**src/rtl/oh_capture_pingpong.sv**
```systemverilog
module oh_capture_pingpong #(
  parameter int NUM_SLOTS  = 3,
  parameter int NUM_FIELDS = 27,
  parameter int DW         = 8,
  parameter int FW         = 5,
  parameter int SW         = 4
) (
  input  logic             clk,
  input  logic             rst_n,
  input  logic [DW-1:0]    byte_in,
  input  logic             byte_valid,
  input  logic [FW-1:0]    oh_field,
  input  logic [SW-1:0]    slot,
  input  logic             frame_start,
  input  logic             ia_we,
  input  logic [FW+SW-1:0] ia_wdata,
  input  logic             id_we,
  input  logic [DW-1:0]    id_wdata,
  output logic [DW-1:0]    id_rdata,
  output logic             id_valid,
  input  logic             irq_clr,
  output logic             irq
);

  localparam int SEG_DEPTH = NUM_FIELDS * NUM_SLOTS;
  localparam int MEM_DEPTH = 2 * SEG_DEPTH;
  localparam int AW        = $clog2(MEM_DEPTH);
  localparam logic [FW-1:0] LAST_FIELD = FW'(NUM_FIELDS - 1);
  localparam logic [SW-1:0] LAST_SLOT  = SW'(NUM_SLOTS - 1);

  function automatic logic in_range(input logic [FW-1:0] f, input logic [SW-1:0] s);
    return (int'(f) < NUM_FIELDS) && (int'(s) < NUM_SLOTS);
  endfunction

  function automatic logic [AW-1:0] mem_idx(input logic seg, input logic [FW-1:0] f,
                                            input logic [SW-1:0] s);
    int i;
    i = (seg ? SEG_DEPTH : 0) + int'(f) * NUM_SLOTS + int'(s);
    return AW'(i);
  endfunction

  logic [DW-1:0]    mem [MEM_DEPTH];
  logic             armed, cap_sel;
  logic [FW+SW-1:0] addr_q;
  logic [DW-1:0]    wdat_q;
  logic             op_pend, op_wr;

  wire [FW-1:0] h_field = addr_q[FW+SW-1:SW];
  wire [SW-1:0] h_slot  = addr_q[SW-1:0];
  wire          h_ok    = in_range(h_field, h_slot);
  wire          cap_hit  = byte_valid && (armed || frame_start) && in_range(oh_field, slot);
  wire          cap_last = cap_hit && (oh_field == LAST_FIELD) && (slot == LAST_SLOT);
  wire          host_go  = op_pend && !cap_hit;

  always_ff @(posedge clk) begin
    if (cap_hit)
      mem[mem_idx(cap_sel, oh_field, slot)] <= byte_in;
    else if (host_go && op_wr && h_ok)
      mem[mem_idx(!cap_sel, h_field, h_slot)] <= wdat_q;
  end

  always_ff @(posedge clk) begin
    if (!rst_n) begin
      armed   <= 1'b0;
      cap_sel <= 1'b0;
      irq     <= 1'b0;
    end else begin
      if (cap_last)         armed <= 1'b0;
      else if (frame_start) armed <= 1'b1;
      if (cap_last)         cap_sel <= !cap_sel;
      if (cap_last)         irq <= 1'b1;
      else if (irq_clr)     irq <= 1'b0;
    end
  end

  always_ff @(posedge clk) begin
    if (!rst_n) begin
      addr_q   <= '0;
      wdat_q   <= '0;
      op_pend  <= 1'b0;
      op_wr    <= 1'b0;
      id_valid <= 1'b0;
      id_rdata <= '0;
    end else if (ia_we) begin
      addr_q   <= ia_wdata;
      op_pend  <= 1'b1;
      op_wr    <= 1'b0;
      id_valid <= 1'b0;
    end else if (id_we) begin
      wdat_q   <= id_wdata;
      op_pend  <= 1'b1;
      op_wr    <= 1'b1;
      id_valid <= 1'b0;
    end else if (host_go) begin
      op_pend  <= 1'b0;
      id_valid <= 1'b1;
      if (!h_ok)      id_rdata <= '0;
      else if (op_wr) id_rdata <= wdat_q;
      else            id_rdata <= mem[mem_idx(!cap_sel, h_field, h_slot)];
    end
  end

  AST_RESET_IDLE: assert property (@(posedge clk) !rst_n |=> !irq && !id_valid);
  AST_UNARMED_NO_SWAP: assert property (@(posedge clk) disable iff (!rst_n)
    (!armed && !frame_start) |=> $stable(cap_sel));
  AST_COMPLETE_SWAP: assert property (@(posedge clk) disable iff (!rst_n)
    cap_last |=> (cap_sel != $past(cap_sel)) && irq && !armed);
  AST_HOLD_STABLE: assert property (@(posedge clk) disable iff (!rst_n)
    !cap_last |=> $stable(cap_sel));
  AST_IRQ_STICKY: assert property (@(posedge clk) disable iff (!rst_n)
    (irq && !irq_clr) |=> irq);
  AST_ADDR_DROPS_VALID: assert property (@(posedge clk) disable iff (!rst_n)
    ia_we |=> !id_valid && op_pend);
  AST_STALL_ON_CAPTURE: assert property (@(posedge clk) disable iff (!rst_n)
    (op_pend && cap_hit && !ia_we && !id_we) |=> op_pend && !id_valid);
  AST_UNUSED_ZERO: assert property (@(posedge clk) disable iff (!rst_n)
    (host_go && !h_ok && !ia_we && !id_we) |=> id_valid && (id_rdata == '0));
  AST_WRITE_ECHO: assert property (@(posedge clk) disable iff (!rst_n)
    (host_go && op_wr && h_ok && !ia_we && !id_we) |=> id_valid && (id_rdata == $past(wdat_q)));

endmodule

```
**config.mk**
```make
export PLATFORM = sky130hd
export DESIGN_NAME = oh_capture_pingpong
export DESIGN_NICKNAME = d
export VERILOG_FILES = /design/src/rtl/oh_capture_pingpong.sv
export SDC_FILE = /design/constraint.sdc
export NUM_CORES = 1
export LEC_CHECK = 0
export ABC_AREA = 0
export BUFFER_PORTS_ARGS = -buffer_cell sky130_fd_sc_hd__buf_2
export CORE_MARGIN = 2
export CORE_UTILIZATION = 35
export CTS_BUF_LIST = sky130_fd_sc_hd__clkbuf_16
export DETAILED_ROUTE_END_ITERATION = 7
export GPL_ROUTABILITY_DRIVEN = 0
export SYNTH_ARGS = -nofsm -noshare
export SYNTH_HDL_FRONTEND = slang
export SYNTH_SLANG_ARGS = --single-unit
export TNS_END_PERCENT = 30
```
**constraint.sdc**
```tcl
create_clock -name clk -period 6.95 [get_ports clk]
set_input_delay 1.0425 -clock clk [delete_from_list [all_inputs] [get_ports clk]]
set_output_delay 1.0425 -clock clk [all_outputs]
set_load 0.02 [all_outputs]
```
; ---- Word-level counts from Yosys, hierarchy flattened
; Memories as Yosys holds them, arrays and structs flattened.
; Cells that the tools add are included.
[totals]
regBits = 31
inputBits = 41
out_inout_bits = 10
wordCells = 62
memories = 1
mem_bits_rw = 1296
[classes]
eq_ne = 2
bitwise = 3
multipliers = 2
n_addsub = 4
mux = 17
magnitude_cmp = 4
reduce_logical = 20
[mem_list]
columns = name, depth, word_bits, rd, rd_clocked_by_memory_dff, write_ports, line_no
row1 = mem, 162, 8, 1, 0, 1, 42  ; logic [DW-1:0] mem [MEM_DEPTH];
[ops]
columns = operator, count
row1 = $mux 8, 4
row2 = $add 7x7->8, 2
row3 = $add 8x4->8, 2
row4 = $mul 5x2->7 const B, 2
row5 = $mux 7, 2
row6 = $mux 1, 11
row7 = $lt 5x5->1 const B, 2
row8 = $logic_and 1x1->1, 9
row9 = $lt 4x2->1 const B, 2
row10 = $reduce_or 8->1, 1
row11 = $eq 5x5->1 const B, 1
row12 = $eq 4x2->1 const B, 1
row13 = $reduce_or 2->1, 2
row14 = $not 1->1, 3
row15 = $reduce_and 3->1, 1
row16 = $reduce_bool 3->1, 1
row17 = $reduce_or 3->1, 1
row18 = $logic_not 1->1, 2
row19 = $reduce_and 2->1, 1
row20 = $reduce_bool 2->1, 1
row21 = $logic_or 1x1->1, 1

; ---- Depth between registers and ports, before layout
[logic_depth]
depth_word = 12
depth_mapped = 16
mapped_depth_nobuf = 11

; ---- Least setup slack after synthesis
; OpenSTA, ideal clock, no wires.
[synth_timing]
kind = input port to flip-flop
from = in oh_field[2]
to = mem mem[0][0] (data pin)
cell_stages = 10
setup_time_ns = 0.595
arrival_ns = 4.345
setup_slack_ns = 2.010
t_required_ns = 6.355
n_path_buf = 3
path_cell_list = inv_1 ha_1 a21oi_1 o2111ai_2 and4_1 clkbuf_1 buf_2 buf_2 nand2_1 nand2_1
[synth_between]
elab_chain_cells = 12
[synth_lines]
columns = item, line_no
row1 = start: declaration, 12  ; input logic [FW-1:0] oh_field,
row2 = $lt 5x5->1 (*), 32  ; return (int'(f) < NUM_FIELDS) && (int'(s) < NUM_SLOTS);
row3 = $logic_and 1x1->1 (*), 32
row4 = $logic_and 1x1->1 (*), 51  ; wire cap_hit = byte_valid && (armed || frame_start) && in_range(oh_field, slot);
row5 = $logic_not 1->1, 53  ; wire host_go = op_pend && !cap_hit;
row6 = $logic_and 1x1->1, 53
row7 = $logic_and 1x1->1 (2 in series), 58  ; else if (host_go && op_wr && h_ok)
row8 = $mux 1, 58
row9 = $mux 1 (*), 56  ; if (cap_hit)
row10 = $mux 1 (not written as such) (*), 59  ; mem[mem_idx(!cap_sel, h_field, h_slot)] <= wdat_q;
row11 = $reduce_or 8->1 (no line) (*), -
row12 = $mux 8 (no line) (*), -
row13 = end: declaration, 42
; Every way passes the cells marked *; elsewhere a longest branch is shown, timed or not.

; ---- Worst setup path in the final report
[layout_timing]
from = reg cap_sel
to = reg id_rdata[1]
[layout_between]
elab_chain_cells = 6
[layout_lines]
columns = item, line_no
row1 = start: declaration, 43  ; logic armed, cap_sel;
row2 = start signal: assignment, 70  ; if (cap_last) cap_sel <= !cap_sel;
row3 = $mux 7, 38  ; i = (seg ? SEG_DEPTH : 0) + int'(f) * NUM_SLOTS + int'(s);
row4 = $add 7x7->8, 38
row5 = $add 8x4->8, 38
row6 = $mem_v2 162x8, -
row7 = $mux 8, 98  ; else if (op_wr) id_rdata <= wdat_q;
row8 = $mux 8, 97  ; if (!h_ok) id_rdata <= '0;
row9 = end signal: assignment, 98
row10 = end signal: assignment, 99  ; else id_rdata <= mem[mem_idx(!cap_sel, h_field, h_slot)];
row11 = end: declaration, 19  ; output logic [DW-1:0] id_rdata,
; Every way passes these cells.
; A chain may end at the register's enable or synchronous reset.

==> impl_metrics.yaml <==
logic_synthesis:
  synth-compound-area-share_pct: 2.74
  yosys_warnings: 0
  synth_edf_count: 1296
  synthCells: 2723
  syn_area_um2: 53500
  yosysUniqueCellTypes: 67
  synth.yosys.seq_area_share_pct: 74.0
  synth-seq-cells: 1327
  synthXorXnorAreaFrac_pct: 0.180
  syn_nets: 2794
  synth_area_leaders: "edfxtp_1 73%, mux4_2 14%, nor4_1 2.0%"
  netlist.area_leader.share_pct: 72.8
  ys_async_sr_fraction_pct: 0
  synth_top_family_by_area: "multiplexers"
  synth_fa_ha_area_share_pct: 0.843
  synth_largest_area_cell: "edfxtp_1"
  postSynthAreaPerCell_um2: 19.6
  synth.area.mux_share_pct: 15.4
  yosysMostFrequentCell: "edfxtp_1"
  synth_flop_cell: "edfxtp_1"
  synth-simple-area-share_pct: 5.18
  synth_common_cells: "1,296 x edfxtp_1, 334 x mux4_2, 218 x nand2_1"
die:
  die_y_um: 395
  die_area_um2: 156000
  placeableCoreArea_um2: 152000
  ios: 51
  fp.dieW_um: 395
  initial_core_util_pct: 35.2
  num_rows: 143
sta:
  rsz0062_at_grt: "no"
  period_share_pct: 80.7
  relSlewSlack_pct: 11.2
  fmax_mhz: 178
  worst_pin_slew_ns: 1.32
  fin_crit_ns: 5.61
  maxSlewViolCount: 0
  clock_skew_ns: 0.0299
  setup_violations: 0
  fin_tns_setup_ns: 0
  final_hold_viol_count: 0
min_path:
  hold_depth: 2
  holdCritStartpoint: "id_rdata[2]$_SDFFE_PN0P_"
  min_path_type: "register to register"
critical_path:
  reg2reg_to: "id_rdata[1]$_SDFFE_PN0P_"
  endpoint: "id_rdata[1]$_SDFFE_PN0P_"
  startpoint_type: "register"
  critPathRequiredTime_ns: 7.57
  endpoint_kind: "register"
  crit_type: "register to register"
  startpoint: "cap_sel$_SDFFE_PN0P_"
  r2r_setup_slack_ns: 1.34
  arrival_ns: 6.22
  r2r_cells: 11
  crit_chain: "buf_4, inv_1, ha_1, ha_4, fa_4, buf_4, mux4_2, mux4_2, mux2_2, a2111oi_0, a31oi_1"
  crit_path_top_delay_cell: "fa_4"
  r2r-start: "cap_sel$_SDFFE_PN0P_"
  critical-path-max-stage-delay_ns: 1.42
  crit_fanout: 45
detailed_routing:
  routed-wl-met2_mm: 67.8
  viasPerCell: 5.60
  drt_first_pass_iters: 6
  drt-total-wl_mm: 141
  postRouteAntennaNets: 0
  wl_per_cell_um: 28.1
  met3_length_mm: 10.2
  drc: 0
  num_vias: 28100
  top_layer: "met5"
  drtIter0Drc: 3485
  m1WireLength_mm: 58.3
layout:
  fin_area_um2: 62000
  final_cells: 5020
  num-fill-cells: 13400
  drive_gt1_share_pct: 29.2
  synthToLayoutAreaGrowth_pct: 16.0
  diodes: 0
  nets: 2964
place:
  hpwl_mm: 85.9
  dp_cells: 4787
  placed_cell_area_um2: 57800
  portBuffers: 50
cts:
  cts_tree: "yes"
  cts_made_buffers: 134
  clk_latency_ns: 0.77
  ctsHtreeMaxLevel: 4
  cts_setup_buffers: 0
  cts_resized: 0
  path_clk_slew_ns: 0.06
  clockRootBuffer: "clkbuf_16"
  cts_buffer_depth: 3
  cts_sinks: 1327
  hold_buffers: 0
global_routing:
  grt_pass1_vias: 28200
  grt_pass1_wl_mm: 205
  antenna_found_initial: 3
  grtUsageTotal_pct: 18.0
  grt_max_degree: 163
  gr-total-overflow: 0
power_and_ir_drop:
  power_leakage_nw: 19.6
  power_density_nw_per_um2: 305
  vdd_ir_drop_max_v: 0.000280
  p_clk_share_pct: 37.3
  p_int_mw: 13.8
  p_switching_mw: 5.07
  power_frac_seq_pct: 46.8
  comb_power_share_pct: 15.9
  swShare_pct: 26.8
status:
  status: "complete, no violations"
run:
  maxCapViolations: 0
## through the flow
step,hold slack (ns),setup WS [ns],utilization (%),power (mW)
floorplan,0.474,2.01,-,10.9
global placement,0.468,1.44,38.1,12.0
detailed placement,0.488,1.37,38.1,12.0
CTS,0.472,1.35,40.9,19.0
global route,0.512,1.19,40.9,19.5
finish,0.514,1.34,40.9,18.9
## worst min-delay path by stage
| stage | slack, ns | to |
|---|---|---|
| floorplan | 0.47 | wdat_q[0]$_SDFFE_PN0P_ |
| global placement | 0.47 | irq$_SDFFE_PN0P_ |
| detailed placement | 0.49 | irq$_SDFFE_PN0P_ |
| CTS | 0.47 | wdat_q[5]$_SDFFE_PN0P_ |
| global route | 0.51 | wdat_q[5]$_SDFFE_PN0P_ |
| finish | 0.51 | id_rdata[2]$_SDFFE_PN0P_ |
## state kept, by name, summed over array words and instances, names as in the netlist
name / cells
addr_q: 9
armed: 1
cap_sel: 1
id_rdata: 8
id_valid: 1
irq: 1
mem: 1296
op_pend: 1
op_wr: 1
wdat_q: 8
## layout make-up
class	instances	area (um2)	area share, %
Sequential cell	1327	39500	63.8
Multi-Input combinational cell	1193	13900	22.3
Clock buffer	136	3400	5.49
Tap cell	2030	2540	4.10
Timing Repair Buffer	224	1780	2.87
Clock inverter	97	846	1.36
Inverter	13	48.8	0.0787
## kinds of logic (layout without fill, tap and decap cells)
group | Yosys count | count (layout)
muxes | 406 | 406
AOI/OAI and AO/OA | 201 | 201
xor gates and xnor gates | 11 | 11
and+or+nand+nor | 545 | 545
DFF | 1327 | 1327
adders and majority gates | 30 | 30
buffers and inverters | 203 | 470
## cell usage in the layout (no fill, tap or decap), drive strengths merged, types with 29 or more instances in the layout
cell / instances
edfxtp: 1296
mux4: 334
buf: 224
nand2: 220
nor4: 169
clkbuf: 136
mux2i: 64
inv: 52
clkinv: 46
a211oi: 39
nor2: 38
a21oi: 36
dfxtp: 31
and3: 29
## metal layers
metal / vias up / global-route usage, %
li1: 11700 / -
met1: 14900 / 25.2
met2: 1216 / 28.4
met3: 230 / 3.10
met4: 2 / 6.56
met5: - / 0
## worst max-delay path: cells and delay by family (launching register included)
kind                       cells  cell delay [ns]
AOI/OAI and AO/OA              2             0.86
buffers and inverters          3             0.99
adders and majority gates      3             1.98
muxes                          3             1.28
DFF                            1             0.30
## power by group through the flow
stage	registers (mW)	clock network (mW)	logic, mW
finish	8.84	7.05	3.01
CTS	8.84	7.16	3.02
detailed placement	9.01	0	3.01
floorplan	9.03	0	1.88
global placement	9.01	0	3.00
global route	8.84	7.46	3.17
(Power assumes the default switching activity.)
